[src/rtl/cfgport_pkg.sv]
package cfgport_pkg;

   localparam logic [1:0] SZ_BYTE  = 2'd0;
   localparam logic [1:0] SZ_WORD  = 2'd1;
   localparam logic [1:0] SZ_DWORD = 2'd2;

   localparam int unsigned SEL_EN_BIT = 31;
   localparam int unsigned SEL_TGT_HI = 23;
   localparam int unsigned SEL_TGT_LO = 2;

   typedef enum logic [1:0] {
      ACC_NONE = 2'd0,
      ACC_ADDR = 2'd1,
      ACC_DATA = 2'd2,
      ACC_BAD  = 2'd3
   } acc_kind_e;

   typedef struct packed {
      logic [7:0] bus;
      logic [4:0] dev;
      logic [2:0] fn;
      logic [5:0] dw;
   } cfg_tgt_t;

   function automatic logic [3:0] lane_mask(input logic [1:0] sz, input logic [1:0] off);
      case (sz)
         SZ_BYTE: return 4'b0001 << off;
         SZ_WORD: return 4'b0011 << off;
         default: return 4'b1111;
      endcase
   endfunction

   function automatic logic [31:0] data_mask(input logic [1:0] sz);
      case (sz)
         SZ_BYTE: return 32'h0000_00FF;
         SZ_WORD: return 32'h0000_FFFF;
         default: return 32'hFFFF_FFFF;
      endcase
   endfunction

endpackage

[src/rtl/cfgport_decode.sv]
module cfgport_decode
   import cfgport_pkg::*;
#(
   parameter int unsigned          IO_AW          = 16,
   parameter logic [IO_AW-1:0]     ADDR_PORT      = 'h0CF8,
   parameter logic [IO_AW-1:0]     DATA_PORT      = 'h0CFC,
   parameter bit                   ALLOW_SUBDWORD = 1'b1
) (
   input  logic [IO_AW-1:0] io_addr,
   input  logic [1:0]       io_size,
   output acc_kind_e        kind,
   output logic [1:0]       lane,
   output logic [3:0]       be
);

   localparam logic [IO_AW-3:0] ADDR_TAG = ADDR_PORT[IO_AW-1:2];
   localparam logic [IO_AW-3:0] DATA_TAG = DATA_PORT[IO_AW-1:2];

   if (IO_AW < 3) begin : g_bad_aw
      $error("cfgport_decode: IO_AW must be at least 3");
   end
   if (ADDR_PORT[1:0] != 2'b00 || DATA_PORT[1:0] != 2'b00) begin : g_bad_align
      $error("cfgport_decode: ports must be dword aligned");
   end
   if (ADDR_TAG == DATA_TAG) begin : g_bad_overlap
      $error("cfgport_decode: index and data ports must differ");
   end

   logic hit_addr;
   logic hit_data;
   logic data_ok;

   assign hit_addr = (io_addr[IO_AW-1:2] == ADDR_TAG);
   assign hit_data = (io_addr[IO_AW-1:2] == DATA_TAG);
   assign lane     = io_addr[1:0];
   assign be       = lane_mask(io_size, lane);

   if (ALLOW_SUBDWORD) begin : g_subdword
      always_comb begin
         case (io_size)
            SZ_BYTE:  data_ok = 1'b1;
            SZ_WORD:  data_ok = ~lane[0];
            SZ_DWORD: data_ok = (lane == 2'b00);
            default:  data_ok = 1'b0;
         endcase
      end
   end else begin : g_dword_only
      assign data_ok = (io_size == SZ_DWORD) && (lane == 2'b00);
   end

   always_comb begin
      if (hit_addr) begin
         kind = ((io_size == SZ_DWORD) && (lane == 2'b00)) ? ACC_ADDR : ACC_BAD;
      end else if (hit_data) begin
         kind = data_ok ? ACC_DATA : ACC_BAD;
      end else begin
         kind = ACC_NONE;
      end
   end

endmodule

[src/rtl/cfgport_addr_latch.sv]
module cfgport_addr_latch
   import cfgport_pkg::*;
(
   input  logic        clk,
   input  logic        rst_n,
   input  logic        wr_en,
   input  logic [31:0] wdata,
   output logic [31:0] q,
   output logic        en,
   output cfg_tgt_t    tgt
);

   always_ff @(posedge clk or negedge rst_n) begin
      if (!rst_n) begin
         q <= '0;
      end else if (wr_en) begin
         q <= wdata & 32'hFFFF_FFFC;
      end
   end

   assign en  = q[SEL_EN_BIT];
   assign tgt = cfg_tgt_t'(q[SEL_TGT_HI:SEL_TGT_LO]);

endmodule

[src/rtl/cfgport_cycle.sv]
module cfgport_cycle
   import cfgport_pkg::*;
#(
   parameter int unsigned TIMEOUT_CYC    = 16,
   parameter bit          ALLOW_SUBDWORD = 1'b1
) (
   input  logic        clk,
   input  logic        rst_n,
   input  logic        io_req,
   input  logic        io_wr,
   input  logic [1:0]  io_size,
   input  logic [31:0] io_wdata,
   input  acc_kind_e   kind,
   input  logic [1:0]  lane,
   input  logic [3:0]  be,
   input  logic [31:0] latch_q,
   input  logic        sel_en,
   input  cfg_tgt_t    sel_tgt,
   output logic        lat_we,
   output logic        io_rdy,
   output logic [31:0] io_rdata,
   output logic        cfg_req,
   output logic        cfg_wr,
   output cfg_tgt_t    cfg_tgt,
   output logic [3:0]  cfg_be,
   output logic [31:0] cfg_wdata,
   input  logic        cfg_ack,
   input  logic [31:0] cfg_rdata
);

   localparam int unsigned      CNT_W    = (TIMEOUT_CYC > 1) ? $clog2(TIMEOUT_CYC) : 1;
   localparam logic [CNT_W-1:0] CNT_LAST = CNT_W'(TIMEOUT_CYC - 1);

   typedef enum logic [1:0] {
      ST_IDLE = 2'd0,
      ST_CFG  = 2'd1,
      ST_DONE = 2'd2
   } st_e;

   st_e              st_q;
   logic [CNT_W-1:0] cnt_q;
   logic [1:0]       lane_q;
   logic [1:0]       size_q;
   logic [31:0]      rdata_q;
   logic [31:0]      wdata_lane;
   logic [31:0]      rd_lane;

   if (ALLOW_SUBDWORD) begin : g_steer
      assign wdata_lane = io_wdata << {lane, 3'b000};
      assign rd_lane    = cfg_rdata >> {lane_q, 3'b000};
   end else begin : g_flat
      assign wdata_lane = io_wdata;
      assign rd_lane    = cfg_rdata;
   end

   assign lat_we   = (st_q == ST_IDLE) && io_req && (kind == ACC_ADDR) && io_wr;
   assign io_rdy   = (st_q == ST_DONE);
   assign io_rdata = rdata_q;

   always_ff @(posedge clk or negedge rst_n) begin
      if (!rst_n) begin
         st_q      <= ST_IDLE;
         cnt_q     <= '0;
         lane_q    <= '0;
         size_q    <= '0;
         rdata_q   <= '0;
         cfg_req   <= 1'b0;
         cfg_wr    <= 1'b0;
         cfg_tgt   <= '0;
         cfg_be    <= '0;
         cfg_wdata <= '0;
      end else begin
         case (st_q)
            ST_IDLE: begin
               if (io_req) begin
                  case (kind)
                     ACC_ADDR: begin
                        rdata_q <= latch_q;
                        st_q    <= ST_DONE;
                     end
                     ACC_DATA: begin
                        if (sel_en) begin
                           cfg_req   <= 1'b1;
                           cfg_wr    <= io_wr;
                           cfg_tgt   <= sel_tgt;
                           cfg_be    <= be;
                           cfg_wdata <= wdata_lane;
                           lane_q    <= lane;
                           size_q    <= io_size;
                           cnt_q     <= '0;
                           st_q      <= ST_CFG;
                        end else begin
                           rdata_q <= data_mask(io_size);
                           st_q    <= ST_DONE;
                        end
                     end
                     ACC_BAD: begin
                        rdata_q <= '1;
                        st_q    <= ST_DONE;
                     end
                     default: ;
                  endcase
               end
            end
            ST_CFG: begin
               if (cfg_ack) begin
                  rdata_q <= rd_lane & data_mask(size_q);
                  cfg_req <= 1'b0;
                  st_q    <= ST_DONE;
               end else if (cnt_q == CNT_LAST) begin
                  rdata_q <= data_mask(size_q);
                  cfg_req <= 1'b0;
                  st_q    <= ST_DONE;
               end else begin
                  cnt_q <= cnt_q + 1'b1;
               end
            end
            ST_DONE: st_q <= ST_IDLE;
            default: st_q <= ST_IDLE;
         endcase
      end
   end

endmodule

[src/rtl/cfgport_bridge.sv]
module cfgport_bridge
   import cfgport_pkg::*;
#(
   parameter int unsigned      IO_AW          = 16,
   parameter logic [IO_AW-1:0] ADDR_PORT      = 'h0CF8,
   parameter logic [IO_AW-1:0] DATA_PORT      = 'h0CFC,
   parameter int unsigned      TIMEOUT_CYC    = 16,
   parameter bit               ALLOW_SUBDWORD = 1'b1
) (
   input  logic             clk,
   input  logic             rst_n,
   input  logic             io_req,
   input  logic             io_wr,
   input  logic [IO_AW-1:0] io_addr,
   input  logic [1:0]       io_size,
   input  logic [31:0]      io_wdata,
   output logic             io_rdy,
   output logic [31:0]      io_rdata,
   output logic             cfg_req,
   output logic             cfg_wr,
   output logic [7:0]       cfg_bus,
   output logic [4:0]       cfg_dev,
   output logic [2:0]       cfg_fn,
   output logic [5:0]       cfg_dword,
   output logic [3:0]       cfg_be,
   output logic [31:0]      cfg_wdata,
   input  logic             cfg_ack,
   input  logic [31:0]      cfg_rdata
);

   if (TIMEOUT_CYC < 1) begin : g_bad_timeout
      $error("cfgport_bridge: TIMEOUT_CYC must be at least 1");
   end

   acc_kind_e   kind;
   logic [1:0]  lane;
   logic [3:0]  be;
   logic        lat_we;
   logic [31:0] lat_q;
   logic        sel_en;
   cfg_tgt_t    sel_tgt;
   cfg_tgt_t    cyc_tgt;

   cfgport_decode #(
      .IO_AW          (IO_AW),
      .ADDR_PORT      (ADDR_PORT),
      .DATA_PORT      (DATA_PORT),
      .ALLOW_SUBDWORD (ALLOW_SUBDWORD)
   ) u_decode (
      .io_addr (io_addr),
      .io_size (io_size),
      .kind    (kind),
      .lane    (lane),
      .be      (be)
   );

   cfgport_addr_latch u_latch (
      .clk   (clk),
      .rst_n (rst_n),
      .wr_en (lat_we),
      .wdata (io_wdata),
      .q     (lat_q),
      .en    (sel_en),
      .tgt   (sel_tgt)
   );

   cfgport_cycle #(
      .TIMEOUT_CYC    (TIMEOUT_CYC),
      .ALLOW_SUBDWORD (ALLOW_SUBDWORD)
   ) u_cycle (
      .clk       (clk),
      .rst_n     (rst_n),
      .io_req    (io_req),
      .io_wr     (io_wr),
      .io_size   (io_size),
      .io_wdata  (io_wdata),
      .kind      (kind),
      .lane      (lane),
      .be        (be),
      .latch_q   (lat_q),
      .sel_en    (sel_en),
      .sel_tgt   (sel_tgt),
      .lat_we    (lat_we),
      .io_rdy    (io_rdy),
      .io_rdata  (io_rdata),
      .cfg_req   (cfg_req),
      .cfg_wr    (cfg_wr),
      .cfg_tgt   (cyc_tgt),
      .cfg_be    (cfg_be),
      .cfg_wdata (cfg_wdata),
      .cfg_ack   (cfg_ack),
      .cfg_rdata (cfg_rdata)
   );

   assign cfg_bus   = cyc_tgt.bus;
   assign cfg_dev   = cyc_tgt.dev;
   assign cfg_fn    = cyc_tgt.fn;
   assign cfg_dword = cyc_tgt.dw;

endmodule

[config.mk]
export PLATFORM = sky130hd
export DESIGN_NAME = cfgport_bridge
export DESIGN_NICKNAME = d
export VERILOG_FILES = /design/src/rtl/cfgport_pkg.sv /design/src/rtl/cfgport_decode.sv /design/src/rtl/cfgport_addr_latch.sv /design/src/rtl/cfgport_cycle.sv /design/src/rtl/cfgport_bridge.sv
export SDC_FILE = /design/constraint.sdc
export NUM_CORES = 1
export LEC_CHECK = 0
export ABC_AREA = 1
export BUFFER_PORTS_ARGS = -buffer_cell sky130_fd_sc_hd__buf_2
export CORE_MARGIN = 3
export CORE_UTILIZATION = 48
export CTS_CLUSTER_SIZE = 24
export DETAILED_ROUTE_END_ITERATION = 16
export PLACE_DENSITY = 0.73
export SYNTH_ARGS = -nofsm -noshare
export SYNTH_HDL_FRONTEND = slang
export SYNTH_SLANG_ARGS = --single-unit
[constraint.sdc]
create_clock -name clk -period 1.6 [get_ports clk]
set_input_delay 0.32 -clock clk [delete_from_list [all_inputs] [get_ports clk]]
set_output_delay 0.32 -clock clk [all_outputs]
set_load 0.005 [all_outputs]
After elaboration in Yosys (flattened, before gate mapping)
Index checks and enable logic that the tools add are counted.
{"block": "op_classes", "n_addsub": 1, "eq_ne": 20, "shift": 4, "muxes": 34, "bitwise_logic": 2, "reduce_logical": 15}
{"op": "two-way mux 32 bit", "count": 6}
{"op": "case mux 32 bit (2 select lines)", "count": 3}
{"op": "case mux 32 bit (3 select lines)", "count": 1}
{"op": "bitwise AND 32 bit", "count": 1}
{"op": "<< shifter 32 x 5 -> 32 bit", "count": 1}
{"op": ">> shifter 32 x 5 -> 32 bit", "count": 1}
{"op": "equality test 14 x 10 -> 1 bit (second input constant)", "count": 2}
{"op": "two-way mux 4 bit", "count": 5}
{"op": "case mux 4 bit (2 select lines)", "count": 2}
{"op": "two-way mux 2 bit", "count": 7}
{"op": "!= test 2 bit (second input constant)", "count": 5}
{"op": "AND reduction 5 bit", "count": 2}
{"op": "equality test 2 x 1 -> 1 bit (second input constant)", "count": 4}
{"op": "equality test 2 bit (second input constant)", "count": 4}
{"op": "logical NOT 2 bit", "count": 4}
{"op": "case mux 2 bit (2 select lines)", "count": 2}
{"op": "two-way mux 1 bit", "count": 6}
{"op": "!= test 3 bit (second input constant)", "count": 2}
{"op": "AND reduction 6 bit", "count": 1}
{"op": "adder 4 x 1 -> 4 bit (second input constant)", "count": 1}
{"op": "equality test 4 bit (second input constant)", "count": 1}
{"op": "logical AND 1 bit", "count": 4}
{"op": "!= test 4 bit (second input constant)", "count": 1}
{"op": "AND reduction 4 bit", "count": 1}
{"op": "9 further kinds", "count": 9}
{"block": "word_totals", "register_bits": 132, "out_inout_bits": 93, "wordCells": 90}

Depth between registers and ports, before layout
{"block": "logic_depth", "ltp_word": 10, "mapped_depth": 12, "mapped_depth_nobuf": 11}

By module
From an unflattened synthesis, not the netlist that was laid out.
{"block": "hier_totals", "cells_unflattened": 1006, "hier_area_um2": 7118.1}
{"module": "cfgport_cycle", "instances": 1, "cells_each": 811, "area_per_inst_um2": 5594.1}
{"module": "cfgport_addr_latch", "instances": 1, "cells_each": 153, "area_per_inst_um2": 1313.8}
{"module": "cfgport_decode", "instances": 1, "cells_each": 42, "area_per_inst_um2": 210.2}

Worst setup path after synthesis
No wires, ideal clock.
{"block": "synth_timing", "path_type": "input to register", "start": "input port io_addr[13]", "end": "register u_latch.q[22]", "arrival_time_ns": 1.573, "required_time_ns": 1.475, "slack_ns": -0.098, "path_stages": 8, "n_path_buf": 1, "cell_sequence": "nor2_1 nand2_1 nor2_2 nand3_4 nor2_8 nand2_4 buf_6 mux2_4"}
{"block": "synth_between", "elab_chain_cells": 6, "elab_cells_between_ends": 7, "cone_classes": "3 x eq/ne; 2 x mux; 2 x reduce/logical"}
{"element": "start: declaration", "line": "cfgport_bridge.sv:14", "text": "input logic [IO_AW-1:0] io_addr,"}
{"element": "equality test 14 x 10 -> 1 bit", "line": "cfgport_decode.sv:34", "text": "assign hit_data = (io_addr[IO_AW-1:2] == DATA_TAG);"}
{"element": "two-way mux 2 bit", "line": "cfgport_decode.sv:54", "text": "end else if (hit_data) begin"}
{"element": "two-way mux 2 bit (*)", "line": "cfgport_decode.sv:52", "text": "if (hit_addr) begin"}
{"element": "equality test 2 x 1 -> 1 bit (*)", "line": "cfgport_cycle.sv:56", "text": "assign lat_we = (st_q == ST_IDLE) && io_req && (kind == ACC_ADDR) && io_wr;"}
{"element": "logical AND 1 bit (*) (2 in a row)", "line": "cfgport_cycle.sv:56"}
{"element": "end signal: assignment", "line": "cfgport_addr_latch.sv:17", "text": "q <= wdata & 32'hFFFF_FFFC;"}
{"element": "end: declaration", "line": "cfgport_addr_latch.sv:8", "text": "output logic [31:0] q,"}
Every way passes the cells marked *; elsewhere a longest branch is shown, timed or not.
A chain may end at the register's enable or synchronous reset.

Worst setup path after layout
{"block": "layout_timing", "start": "register u_cycle.st_q[0]", "end": "register u_latch.q[5]"}
{"block": "layout_between", "elab_chain_cells": 4}
{"element": "start: declaration", "line": "cfgport_cycle.sv:40", "text": "st_e st_q;"}
{"element": "start signal: assignment", "line": "cfgport_cycle.sv:62", "text": "st_q <= ST_IDLE;"}
{"element": "start signal: assignment", "line": "cfgport_cycle.sv:79", "text": "st_q <= ST_DONE;"}
{"element": "start signal: assignment", "line": "cfgport_cycle.sv:91", "text": "st_q <= ST_CFG;"}
{"element": "logical NOT 2 bit", "line": "cfgport_cycle.sv:56"}
{"element": "logical AND 1 bit (3 in a row)", "line": "cfgport_cycle.sv:56"}
No other way between the ends.

==> metrics.txt <==
Pins Over Slew Limit 0; post-synthesis mux area share 3.30%; FILL cells 898; critical path data required time 1.93 ns; Peak VDD IR 0.707 mV; Sink Count 132; crit path buf inv count 3; worst clock skew 0.00727 ns; share of cells above drive strength 1 44.4%; Starting Density 50.1%; crit-path max FO 12; fmax 0.576 GHz; fin nets 1,194; clk buf depth 2; Synth Warn # 0; first-pass GRT wire length 35.3 mm; Post-Synth Simple-Gate Area 27.5%; Seq cells post-synth 132; Avg Cell Area, Syn 7.91 µm²; DR iter-0 viols 927; routability cong. 0.938; post-DR wirelength/cell 21.0 µm; Die Ht 125 µm; register cell area after layout 3300 µm²; Initial DRT Pass Iterations 5; Core Box Area 13,600 µm²; final worst slack -0.136 ns; DRC viols 0; TritonCTS clock tree yes; Post-Syn Area 6790 µm²; ANT nets after route 0; pre-CTS WS -0.206 ns; setup violators final 122; P_leak 5.81 nW; Clock Tree Root clkbuf_16; WL final 27.2 mm; post-synthesis compound-gate area fraction 14.3%; I/O Buffers 179; Clock transition at path regs 0.06 ns; placed cell area 8330 µm²; largest family of logic cells by synthesized area simple AND/OR/NAND/NOR gates; CTS Buf Count 17; num rows 42; DIE WIDTH 125 µm; vias in the first global route 6,607; Max Cap Viol 0; I/O pins 180; XOR/XNOR share of the synthesized area 0.129%; vias per std cell 5.86; hpwl dp 16.4 mm; ant diodes 0; largest net degree at the start of global routing 68; unrepaired setup endpoints after global routing yes; Mapped Cells 859; worst rel slew slack 62.5%; initial antenna violation count 0; CP top delay family simple AND/OR/NAND/NOR gates; Startpoint Class flip-flop; sequential fraction of the synthesis area 48.6%; combined area of the multi-input logic cells 3900 µm²; failing checks setup timing; Setup CP Type reg -> reg; Tcrit/Tclk final 109%; H-Tree Level Count 4; Via Count 7,572; cell chain of the critical path nor2_4, nand2_4, buf_6, buf_6, nor2_8, nand2_4, buf_4, o21ai_0; Layout area overhead 52.6%; CP max stage delay 0.42 ns; Fin. Hold Viols 0; Worst-Margin Slew 0.562 ns; crit path DAT 2.07 ns; GR Util All Layers 28.3%; Finished Cell Area 10,400 µm²; Synth Net Count 947; status finished, violations left; Yosys cell types 40; grt ovf 0; Setup crit end kind flip-flop; Min-Delay Path Class in -> reg; crit path max-delay cell type dfrtp_1; minimum clock period 1.74 ns; Post-Synth Adder-Cell Area 0.184%; die area 15,600 µm²; clock latency on the worst-skew pair 0.42 ns; pwr/cell area 754 nW/µm²
[power breakdown]
group / internal (W) / switching [W]
Combinational: 0.000205 / 0.000372
Sequential: 0.00334 / 0.000000720
Clock: 0.00244 / 0.00146
Total: 0.00598 / 0.00183
[final cells by class]
| class | count | share of cell area (%) |
|---|---|---|
| inverter | 49 | 1.92 |
| tap | 176 | 2.12 |
| clock buffer | 22 | 4.67 |
| multi-input combinational | 633 | 37.6 |
| clock inverter | 8 | 0.977 |
| sequential | 132 | 31.9 |
| timing repair buffer | 273 | 20.9 |
[layout by cell type, fill, tap and decap left out, drive strengths merged, types with 6 or more instances in the layout]
cell type / synthesis / final
a21oi: 17 / 17
o211ai: 8 / 8
clkinv: 3 / 7
nand2: 313 / 316
o21a: 8 / 8
a31oi: 14 / 14
clkbuf: 28 / 33
nor2: 70 / 70
buf: 20 / 261
nor3: 6 / 6
mux2: 16 / 16
o21ai: 90 / 90
dfrtp: 132 / 132
o221ai: 15 / 15
inv: 46 / 45
nand4: 6 / 6
nand3: 51 / 51
[synth_stat cells (all sizes together)]
cell type	instances	area, µm²
nor3	6	30.0
clkbuf	28	105
mux2	16	214
or2	2	12.5
buf	20	115
a22oi	3	22.5
mux2i	1	10.0
o211ai	8	60.1
o22ai	3	18.8
xor2	1	8.76
nand2	313	1190
nor2	70	319
inv	46	173
nand4	6	43.8
ha	1	12.5
o21a	8	60.1
dfrtp	132	3300
nand3	51	273
a21oi	17	85.1
o31ai	1	7.51
a31oi	14	103
a41oi	3	26.3
clkinv	3	11.3
o21ai	90	450
a211oi	1	7.51
o221ai	15	131
[flip-flops by register name, summed over array words and instances, names as in the netlist]
signal / flops
u_cycle.cfg_be: 4
u_cycle.lane_q: 2
u_cycle.st_q: 2
u_cycle.cfg_tgt: 22
u_cycle.size_q: 2
u_cycle.cfg_wr: 1
u_cycle.cfg_wdata: 32
u_cycle.cnt_q: 4
u_cycle.cfg_req: 1
u_latch.q: 30
u_cycle.io_rdata: 32
[routing by layer]
layer	wire (µm)	global-route usage (%)	vias to the layer above
met5	0	0	-
met3	2880	5.50	95
met1	10600	41.0	3605
li1	-	-	3330
met4	1170	9.12	0
met2	12600	43.4	542
[what timing repair did]
item / CTS / global route
resized for setup: 36 / 260
hold buffers: 1 / 0
buffers inserted: 5 / 13
cloned: 4 / 18
pin swaps: 4 / 37
endpoints found under the setup margin: 126 / 108
endpoints found under the hold margin: 30 / 0
[kinds of logic after synthesis]
| group | after synthesis |
|---|---|
| AND/OR/NAND/NOR | 448 |
| XOR/XNOR | 1 |
| multiplexers | 17 |
| flip-flops | 132 |
| buffers and inverters | 97 |
| AO/OA/AOI/OAI | 163 |
| adder cells (fa/ha/maj) | 1 |
[path summary, 6_finish.rpt]
check                           slack [ns]                   startpoint                            to  cells past startpoint
min in group asynchronous             0.36                        rst_n  u_cycle.cnt_q[0]$_DFFE_PN0P_                      2
worst max register to register       -0.14  u_cycle.st_q[0]$_DFFE_PN0P_      u_latch.q[5]$_DFFE_PN0P_                      8
worst min-delay path                  0.17                 io_wdata[24]     u_latch.q[24]$_DFFE_PN0P_                      2
worst max-delay path                 -0.14  u_cycle.st_q[0]$_DFFE_PN0P_      u_latch.q[5]$_DFFE_PN0P_                      8
worst min register to register        0.46  u_cycle.cfg_req$_DFFE_PN0P_   u_cycle.cfg_req$_DFFE_PN0P_                      2
max in group asynchronous             0.68                        rst_n     u_latch.q[10]$_DFFE_PN0P_                      3
[per-stage QoR]
step           hold slack (ns)  utilization [%]  total power (W)  std cells  TNS, ns
2_1_floorplan           0.0244                -          0.00358        859   -0.736
5_1_grt                  0.171             76.5          0.00802       1293   -15.16
3_3_place_gp             0.236             61.4          0.00391       1226   -15.03
4_1_cts                  0.167             67.7          0.00775       1266   -0.456
3_5_place_dp             0.239             61.4          0.00391       1226   -17.49
6_report                 0.173             76.5          0.00781       1293    -7.07
Power figures use the tool's default switching activity.
